==> src/rtl/exc_pkg.sv <==
package exc_pkg;

    localparam int CAUSE_W = 4;

    typedef logic [CAUSE_W-1:0] cause_t;

    localparam cause_t CAUSE_NONE    = 4'd0;
    localparam cause_t CAUSE_FETCH   = 4'd1;
    localparam cause_t CAUSE_ILLEGAL = 4'd2;
    localparam cause_t CAUSE_OVF     = 4'd3;
    localparam cause_t CAUSE_DATA    = 4'd4;
    localparam cause_t CAUSE_IRQ     = 4'd15;

    typedef enum logic {
        MODE_USER    = 1'b0,
        MODE_HANDLER = 1'b1
    } mode_e;

    // code a detector in front of pipeline register idx reports
    function automatic cause_t stage_code(input int idx);
        case (idx)
            0:       return CAUSE_FETCH;
            1:       return CAUSE_ILLEGAL;
            default: return CAUSE_OVF;
        endcase
    endfunction

endpackage

==> src/rtl/exc_stage_reg.sv <==
module exc_stage_reg
    import exc_pkg::*;
#(
    parameter int     PC_W = 16,
    parameter cause_t CODE = CAUSE_NONE
) (
    input  logic            clk,
    input  logic            rst_n,
    input  logic            kill,
    input  logic            in_v,
    input  logic [PC_W-1:0] in_pc,
    input  logic            in_exc,
    input  cause_t          in_cause,
    input  logic            in_rfe,
    input  logic            det,
    input  logic            rfe_det,
    output logic            out_v,
    output logic [PC_W-1:0] out_pc,
    output logic            out_exc,
    output cause_t          out_cause,
    output logic            out_rfe
);

    always_ff @(posedge clk or negedge rst_n) begin
        if (!rst_n) begin
            out_v     <= 1'b0;
            out_pc    <= '0;
            out_exc   <= 1'b0;
            out_cause <= CAUSE_NONE;
            out_rfe   <= 1'b0;
        end else if (kill || !in_v) begin
            out_v     <= 1'b0;
            out_pc    <= '0;
            out_exc   <= 1'b0;
            out_cause <= CAUSE_NONE;
            out_rfe   <= 1'b0;
        end else begin
            out_v     <= 1'b1;
            out_pc    <= in_pc;
            out_exc   <= in_exc | det;
            // an earlier stage's cause is never overwritten
            out_cause <= in_exc ? in_cause : (det ? CODE : CAUSE_NONE);
            out_rfe   <= in_rfe | rfe_det;
        end
    end

endmodule

==> src/rtl/exc_mode_fsm.sv <==
module exc_mode_fsm
    import exc_pkg::*;
(
    input  logic clk,
    input  logic rst_n,
    input  logic take_trap,
    input  logic take_rfe,
    output logic irq_en,
    output logic kernel
);

    mode_e state_q, state_d;

    always_comb begin
        state_d = state_q;
        unique case (state_q)
            MODE_USER:    if (take_trap) state_d = MODE_HANDLER;
            MODE_HANDLER: begin
                if (take_trap)     state_d = MODE_HANDLER;
                else if (take_rfe) state_d = MODE_USER;
            end
            default:      state_d = MODE_USER;
        endcase
    end

    always_ff @(posedge clk or negedge rst_n) begin
        if (!rst_n) state_q <= MODE_USER;
        else        state_q <= state_d;
    end

    always_comb begin
        unique case (state_q)
            MODE_USER:    begin irq_en = 1'b1; kernel = 1'b0; end
            MODE_HANDLER: begin irq_en = 1'b0; kernel = 1'b1; end
            default:      begin irq_en = 1'b0; kernel = 1'b1; end
        endcase
    end

endmodule

==> src/rtl/exc_commit.sv <==
module exc_commit
    import exc_pkg::*;
#(
    parameter int              PC_W   = 16,
    parameter logic [PC_W-1:0] VECTOR = '0
) (
    input  logic            clk,
    input  logic            rst_n,
    input  logic            m_v,
    input  logic [PC_W-1:0] m_pc,
    input  logic            m_exc,
    input  cause_t          m_cause,
    input  logic            m_rfe,
    input  logic            m_fault,
    input  logic            ext_irq,
    input  logic            irq_en,
    output logic            take_trap,
    output logic            take_rfe,
    output logic            retire,
    output logic            redirect,
    output logic [PC_W-1:0] redirect_pc,
    output cause_t          cause_q,
    output logic [PC_W-1:0] epc_q
);

    logic   take_irq;
    logic   take_exc;
    cause_t sync_cause;

    always_comb begin
        sync_cause  = m_exc ? m_cause : CAUSE_DATA;
        take_irq    = m_v && ext_irq && irq_en;
        take_exc    = m_v && (m_exc || m_fault);
        take_trap   = take_irq || take_exc;
        take_rfe    = m_v && m_rfe && !take_trap;
        retire      = m_v && !take_trap;
        redirect    = take_trap || take_rfe;
        redirect_pc = take_trap ? VECTOR : epc_q;
    end

    always_ff @(posedge clk or negedge rst_n) begin
        if (!rst_n) begin
            cause_q <= CAUSE_NONE;
            epc_q   <= '0;
        end else if (take_trap) begin
            cause_q <= take_irq ? CAUSE_IRQ : sync_cause;
            epc_q   <= m_pc;
        end
    end

endmodule

==> src/rtl/exc_commit_unit.sv <==
module exc_commit_unit
    import exc_pkg::*;
#(
    parameter int              PC_W   = 16,
    parameter logic [PC_W-1:0] VECTOR = 16'h0080
) (
    input  logic            clk,
    input  logic            rst_n,
    input  logic            f_valid,
    input  logic [PC_W-1:0] f_pc,
    input  logic            f_fault,
    input  logic            d_illegal,
    input  logic            d_rfe,
    input  logic            e_ovf,
    input  logic            m_fault,
    input  logic            ext_irq,
    output logic            retire_o,
    output logic [PC_W-1:0] retire_pc_o,
    output logic            redirect_o,
    output logic [PC_W-1:0] redirect_pc_o,
    output logic [3:0]      cause_o,
    output logic [PC_W-1:0] epc_o,
    output logic            irq_en_o,
    output logic            kernel_o
);

    localparam int NSTG = 4;   // fetch, decode, execute, memory(commit)

    logic [NSTG-1:0]           sv;
    logic [NSTG-1:0][PC_W-1:0] spc;
    logic [NSTG-1:0]           sexc;
    cause_t [NSTG-1:0]         scause;
    logic [NSTG-1:0]           srfe;
    logic [NSTG-2:0]           det;
    logic [NSTG-2:0]           rfe_det;

    logic            take_trap;
    logic            take_rfe;
    logic            m_v;
    logic [PC_W-1:0] m_pc;
    cause_t          cause_q;

    assign sv[0]     = f_valid;
    assign spc[0]    = f_pc;
    assign sexc[0]   = 1'b0;
    assign scause[0] = CAUSE_NONE;
    assign srfe[0]   = 1'b0;

    assign det     = {e_ovf, d_illegal, f_fault};
    assign rfe_det = {1'b0, d_rfe, 1'b0};

    for (genvar g = 0; g < NSTG-1; g++) begin : g_stage
        exc_stage_reg #(
            .PC_W (PC_W),
            .CODE (stage_code(g))
        ) u_reg (
            .clk       (clk),
            .rst_n     (rst_n),
            .kill      (redirect_o),
            .in_v      (sv[g]),
            .in_pc     (spc[g]),
            .in_exc    (sexc[g]),
            .in_cause  (scause[g]),
            .in_rfe    (srfe[g]),
            .det       (det[g]),
            .rfe_det   (rfe_det[g]),
            .out_v     (sv[g+1]),
            .out_pc    (spc[g+1]),
            .out_exc   (sexc[g+1]),
            .out_cause (scause[g+1]),
            .out_rfe   (srfe[g+1])
        );
    end

    assign m_v  = sv[NSTG-1];
    assign m_pc = spc[NSTG-1];

    exc_commit #(
        .PC_W   (PC_W),
        .VECTOR (VECTOR)
    ) u_commit (
        .clk         (clk),
        .rst_n       (rst_n),
        .m_v         (m_v),
        .m_pc        (m_pc),
        .m_exc       (sexc[NSTG-1]),
        .m_cause     (scause[NSTG-1]),
        .m_rfe       (srfe[NSTG-1]),
        .m_fault     (m_fault),
        .ext_irq     (ext_irq),
        .irq_en      (irq_en_o),
        .take_trap   (take_trap),
        .take_rfe    (take_rfe),
        .retire      (retire_o),
        .redirect    (redirect_o),
        .redirect_pc (redirect_pc_o),
        .cause_q     (cause_q),
        .epc_q       (epc_o)
    );

    assign cause_o     = cause_q;
    assign retire_pc_o = m_pc;

    exc_mode_fsm u_mode (
        .clk       (clk),
        .rst_n     (rst_n),
        .take_trap (take_trap),
        .take_rfe  (take_rfe),
        .irq_en    (irq_en_o),
        .kernel    (kernel_o)
    );

endmodule

==> config.mk <==
export PLATFORM = sky130hd
export DESIGN_NAME = exc_commit_unit
export DESIGN_NICKNAME = d
export VERILOG_FILES = /design/src/rtl/exc_pkg.sv /design/src/rtl/exc_stage_reg.sv /design/src/rtl/exc_mode_fsm.sv /design/src/rtl/exc_commit.sv /design/src/rtl/exc_commit_unit.sv
export SDC_FILE = /design/constraint.sdc
export NUM_CORES = 1
export LEC_CHECK = 0
export BUFFER_PORTS_ARGS = -buffer_cell sky130_fd_sc_hd__buf_2
export CAP_MARGIN = 20
export CORE_UTILIZATION = 46
export DETAILED_ROUTE_END_ITERATION = 8
export PLACE_DENSITY = 0.8
export SLEW_MARGIN = 20
export SYNTH_ARGS = -nofsm -noshare
export SYNTH_HDL_FRONTEND = slang
export SYNTH_SLANG_ARGS = --single-unit
==> constraint.sdc <==
create_clock -name clk -period 1.4 [get_ports clk]
set_input_delay 0.28 -clock clk [delete_from_list [all_inputs] [get_ports clk]]
set_output_delay 0.28 -clock clk [all_outputs]
set_load 0.01 [all_outputs]
## After elaboration in Yosys (flattened, before gate mapping)

Index checks and enable logic that the tools add are counted.

| storage, ports and cells | value |
|---|---|
| register bits | 89 |
| word-level logic and storage cells | 64 |

| operators by class | value |
|---|---|
| reductions and logical operators | 16 |
| muxes and demuxes | 28 |
| bitwise gates (word level) | 3 |

Operators by type and width:

| kind | number |
|---|---|
| two-way mux 16 bit | 4 |
| two-way mux 4 bit | 7 |
| two-way mux 1 bit | 12 |
| logical AND 1 bit | 6 |
| logical OR 1 bit | 6 |
| case mux 1 bit (2 select lines) | 3 |
| logical NOT 1 bit | 4 |
| two-way mux 2 bit | 2 |
| bitwise OR 1 bit | 2 |
| inverter 1 bit | 1 |

## Logic depth before layout (Yosys ltp)

| depth | value |
|---|---|
| depth after elaboration | 9 |
| gate-level depth with buffers | 5 |
| gate-level depth less buffers | 4 |

## Hierarchy

From an unflattened synthesis, not the netlist that was laid out.

| second synthesis, totals | value |
|---|---|
| cell total of the unflattened synthesis | 228 |
| area, all modules | 3377.0 um^2 |

By module, submodules not included:

| module | instances | area each (um^2) | cells an instance | sequential area each (um^2) |
|---|---|---|---|---|
| exc_stage_reg (g_stage[0].u_reg ...) | 2 | 775.7 | 49 | 575.6 |
| exc_commit | 1 | 1009.7 | 75 | 500.5 |
| exc_stage_reg (g_stage[2].u_reg) | 1 | 772.0 | 51 | 575.6 |
| exc_mode_fsm | 1 | 40.0 | 3 | 25.0 |
| exc_commit_unit | 1 | 3.8 | 1 | 0.0 |

## Worst setup path after synthesis

Ideal clock, no wire load.

| timing path | value |
|---|---|
| path kind | register to output |
| start | register u_mode.state_q |
| end | output redirect_pc_o[10] |
| arrival | 1254 ps |
| cell stages (with the launch flop) | 5 |
| required time | 1120 ps |
| path slack | -134 ps |
| cell sequence | dfrtp_1 > nor2b_2 > o31ai_4 > clkbuf_1 > and2_1 |

| between the ends | value |
|---|---|
| longest elaborated chain between the ends | 5 |

RTL lines:

| item | line | text |
|---|---|---|
| from (decl) | exc_mode_fsm.sv:12 | `mode_e state_q, state_d;` |
| from (signal assigned) | exc_mode_fsm.sv:28 | `else state_q <= state_d;` |
| inverter 1 bit | exc_mode_fsm.sv:32 | `unique case (state_q)` |
| case mux 1 bit (2 select lines) * | exc_mode_fsm.sv:32 |  |
| logical AND 1 bit * | exc_commit.sv:32 | `take_irq = m_v && ext_irq && irq_en;` |
| logical OR 1 bit * | exc_commit.sv:34 | `take_trap = take_irq \|\| take_exc;` |
| two-way mux 16 bit * | exc_commit.sv:38 | `redirect_pc = take_trap ? VECTOR : epc_q;` |
| to (decl) | exc_commit_unit.sv:20 | `output logic [PC_W-1:0] redirect_pc_o,` |

Every way passes the cells marked *; elsewhere a longest branch is shown, timed or not.

## Worst setup path in the final report

| timing path | value |
|---|---|
| start | register g_stage[2].u_reg.out_exc |
| end | output redirect_pc_o[3] |

| between the ends | value |
|---|---|
| longest elaborated chain between the ends | 4 |

RTL lines:

| item | line | text |
|---|---|---|
| from (decl) | exc_stage_reg.sv:19 | `output logic out_exc,` |
| from (signal assigned) | exc_stage_reg.sv:40 | `out_exc <= in_exc \| det;` |
| logical OR 1 bit | exc_commit.sv:33 | `take_exc = m_v && (m_exc \|\| m_fault);` |
| logical AND 1 bit | exc_commit.sv:33 |  |
| logical OR 1 bit | exc_commit.sv:34 |  |
| two-way mux 16 bit | exc_commit.sv:38 |  |

Every way passes these cells.

==> impl_metrics.sql <==
INSERT INTO impl_metrics (metric_group, metric, value, unit) VALUES
('die', 'die_width', '82.21', 'µm'),
('synth', 'synth.ff_latch_count', '81', ''),
('global_routing', 'global_route_wire_length_before_repair', '9.591', 'mm'),
('layout', 'layout.core_utilization', '0.7019', ''),
('power', 'cellLeakagePower', '2.471', 'nW'),
('placed_design', 'numPortBuffers', '80', ''),
('layout', 'diodes', '0', ''),
('layout', 'number_of_fill_cells', '410', ''),
('synth', 'synth_top_cell_area_share', '0.6850', ''),
('worst_setup_path', 'worst-path-stages', '5', ''),
('layout', 'final_nets', '347', ''),
('run', 'drv.max_cap_violation_count', '0', ''),
('timing', 'f_max', '542.4', 'MHz'),
('run_status', 'violations_in_the_final_reports', 'negative setup slack', ''),
('cts', 'cts_max_level', '3', ''),
('worst_setup_path', 'worst-endpoint-arrival', '1.56', 'ns'),
('worst_setup_path', 'critPathCaptureType', 'output port', ''),
('timing', 'postLayoutSetupSlackWorst', '-0.4438', 'ns'),
('drt', 'remaining_drc_errors', '0', ''),
('cts', 'cts.clk_slew.worst_paths', '0.08', 'ns'),
('timing', 'tightest_slew', '0.4498', 'ns'),
('hold_path', 'min_path_type', 'input pin to flip-flop', ''),
('synth', 'synth.yosys.warnings', '0', ''),
('drt', 'vias_per_cell', '4.873', ''),
('worst_setup_path', 'worstPathRequired', '1.12', 'ns'),
('worst_setup_path', 'critPathSlowestCell', 'sky130_fd_sc_hd__dfrtp_2', ''),
('drt', 'drt_wl_total', '6.356', 'mm'),
('placed_design', 'detailedPlacementHpwl', '3.499', 'mm'),
('drt', 'drt_iter0_drc', '100', ''),
('timing', 'drv_slew', '0', ''),
('timing', 'setup_violators_final', '92', ''),
('cts', 'insertion_delay', '0.34', 'ns'),
('die', 'design.die.area', '0.006758', 'mm²'),
('die', 'design.core.area', '0.006061', 'mm²'),
('layout', 'drive_gt1_frac', '0.5535', ''),
('timing', 'max_slew_margin', '0.7001', ''),
('worst_setup_path', 'worstSetupStartpointType', 'flip-flop', ''),
('die', 'die_y_extent', '82.21', 'µm'),
('hold_path', 'min_delay_path_depth', '2', ''),
('synth', 'netlist_cell_types', '25', ''),
('synth', 'syn-mean-instance-area', '14.02', 'µm²'),
('global_routing', 'grt-ovfl-total', '0', ''),
('synth', 'cell_types_with_the_highest_counts_after_synthesis', 'sky130_fd_sc_hd__dfrtp_1, sky130_fd_sc_hd__and3_1, sky130_fd_sc_hd__and2_1', ''),
('global_routing', 'grt_start_max_net_pins', '28', ''),
('die', 'start_util', '0.4882', ''),
('drt', 'drtPass1Iterations', '4', ''),
('worst_setup_path', 'cpLargestDelayFamily', 'flip-flops', ''),
('timing', 'post_route_minimum_period', '1.844', 'ns'),
('synth', 'synthTopCellsByArea', 'sky130_fd_sc_hd__dfrtp_1, sky130_fd_sc_hd__and3_1, sky130_fd_sc_hd__mux2_2, sky130_fd_sc_hd__and2_1, sky130_fd_sc_hd__and3_2', ''),
('cts', 'clockBufferDepth', '2', ''),
('synth', 'seq_area_frac_synth', '0.6850', ''),
('run_status', 'run_status', 'complete, but fails checks', ''),
('synth', 'syn-num-nets', '236', ''),
('cts', 'tritoncts', 'built', ''),
('die', 'ios', '81', ''),
('cts', 'tritoncts_num_sinks', '81', ''),
('global_routing', 'grt_antenna_before_repair', '0', ''),
('global_routing', 'gr-usage-all-layers', '0.2046', ''),
('synth', 'cell_with_the_most_instances_after_synthesis', 'sky130_fd_sc_hd__dfrtp_1', ''),
('placed_design', 'gpl.final_weighted_congestion', '0.7485', ''),
('global_routing', 'first_global_vias', '1977', ''),
('timing', 'min_period_over_period', '1.317', ''),
('timing', 'final_hold_viol_count', '0', ''),
('worst_setup_path', 'critical_path.cell_chain', 'o31ai_4, buf_6, buf_12, and2_4, buf_2', ''),
('cts', 'ctsRootBufferMaster', 'sky130_fd_sc_hd__clkbuf_8', ''),
('placed_design', 'dpl-instance-area', '0.003526', 'mm²'),
('power', 'cellPowerDensity', '1275', 'mW/mm²'),
('drt', 'vias', '1959', ''),
('timing', 'rsz0062_at_grt', 'true', ''),
('drt', 'drt-wirelength-per-cell', '15.81', 'µm'),
('synth', 'synth-edff-count', '0', '');
==> sequential cells by signal, summed over array words and instances, names as in the netlist <==
signal / flops
g_stage.u_reg.out_cause: 5
g_stage.u_reg.out_pc: 48
u_commit.epc_q: 16
g_stage.u_reg.out_exc: 2
g_stage.u_reg.out_rfe: 2
u_mode.state_q: 1
g_stage.u_reg.out_v: 3
u_commit.cause_q: 4
==> layout by cell type (no fill, tap or decap), types with 2 or more instances in the layout <==
master,n
sky130_fd_sc_hd__and2_4,16
sky130_fd_sc_hd__buf_4,14
sky130_fd_sc_hd__clkinv_2,3
sky130_fd_sc_hd__dfrtp_2,2
sky130_fd_sc_hd__o21ai_0,3
sky130_fd_sc_hd__nand2_1,6
sky130_fd_sc_hd__buf_16,6
sky130_fd_sc_hd__and2_1,4
sky130_fd_sc_hd__mux2_2,2
sky130_fd_sc_hd__buf_6,26
sky130_fd_sc_hd__inv_2,2
sky130_fd_sc_hd__clkbuf_8,10
sky130_fd_sc_hd__and3_1,46
sky130_fd_sc_hd__buf_2,62
sky130_fd_sc_hd__a221o_1,2
sky130_fd_sc_hd__mux2_4,16
sky130_fd_sc_hd__dfrtp_1,79
sky130_fd_sc_hd__nor2_2,2
sky130_fd_sc_hd__buf_12,5
sky130_fd_sc_hd__and3_2,8
==> where the power goes <==
| group | internal [W] | switching, W | total [W] |
|---|---|---|---|
| clock | 0.000686 | 0.000777 | 0.00146 |
| combinational | 0.000762 | 0.000538 | 0.00130 |
| sequential | 0.00253 | 0.000132 | 0.00266 |
| total | 0.00398 | 0.00145 | 0.00542 |
==> through the flow <==
stage	power (W)	std cells	hold slack (ns)	worst slack (ns)	setup TNS, ns
after global placement	0.003427	363	0.1973	-0.1574	-6.724
final	0.005422	402	0.1732	-0.4438	-21.42
after floorplan	0.003157	211	-0.01559	-0.09112	-2.329
after CTS	0.005343	400	0.1567	-0.3990	-22.78
after global routing	0.005684	402	0.1618	-0.5053	-25.69
after detailed placement	0.003463	363	0.2016	-0.1867	-8.686
==> metal layers <==
metal  vias up  part of all wire  global-route usage
li1        941                 -                   -
met1       925              0.40              0.2367
met2        77              0.51              0.3372
met3        16             0.049             0.04945
met4         0             0.033              0.1386
met5         -                 0                   0
==> path summary, 6_finish.rpt <==
| kind | from | slack [ns] | to |
|---|---|---|---|
| max | g_stage[2].u_reg.out_exc$_DFF_PN0_ | -0.44 | redirect_pc_o[3] |
| min | f_pc[3] | 0.17 | g_stage[0].u_reg.out_pc[3]$_DFF_PN0_ |
| max reg2reg | g_stage[2].u_reg.out_exc$_DFF_PN0_ | -0.26 | g_stage[0].u_reg.out_pc[0]$_DFF_PN0_ |
| min reg2reg | g_stage[0].u_reg.out_pc[5]$_DFF_PN0_ | 0.49 | g_stage[1].u_reg.out_pc[5]$_DFF_PN0_ |
| max in group asynchronous | rst_n | 0.48 | g_stage[0].u_reg.out_pc[15]$_DFF_PN0_ |
| min in group asynchronous | rst_n | 0.38 | u_commit.epc_q[15]$_DFFE_PN0P_ |
==> layout make-up <==
cell class | count | area (µm²) | area share
clock buffer | 11 | 141.4 | 0.03324
clock inverter | 5 | 31.28 | 0.007353
inverter | 2 | 7.507 | 0.001765
timing repair buffer | 115 | 1008 | 0.2371
tap | 75 | 93.84 | 0.02206
multi-input combinational | 113 | 942.2 | 0.2215
sequential | 81 | 2029 | 0.4771
==> kinds of logic after synthesis <==
kind of cell,synth area share
multiplexers,0.06850
flip-flops,0.6850
AND/OR/NAND/NOR,0.1810
buffers and inverters,0.03382
AO/OA/AOI/OAI,0.03171
==> timing repair <==
action                     in CTS  in global routing
setup buffers                  14                  4
hold endpoints to repair       22                  0
cloned                          6                  1
resized for setup              41                 22
setup endpoints to repair      67                 94
pin swaps                       6                  4
hold buffers                    1                  0
(Power assumes the default switching activity.)
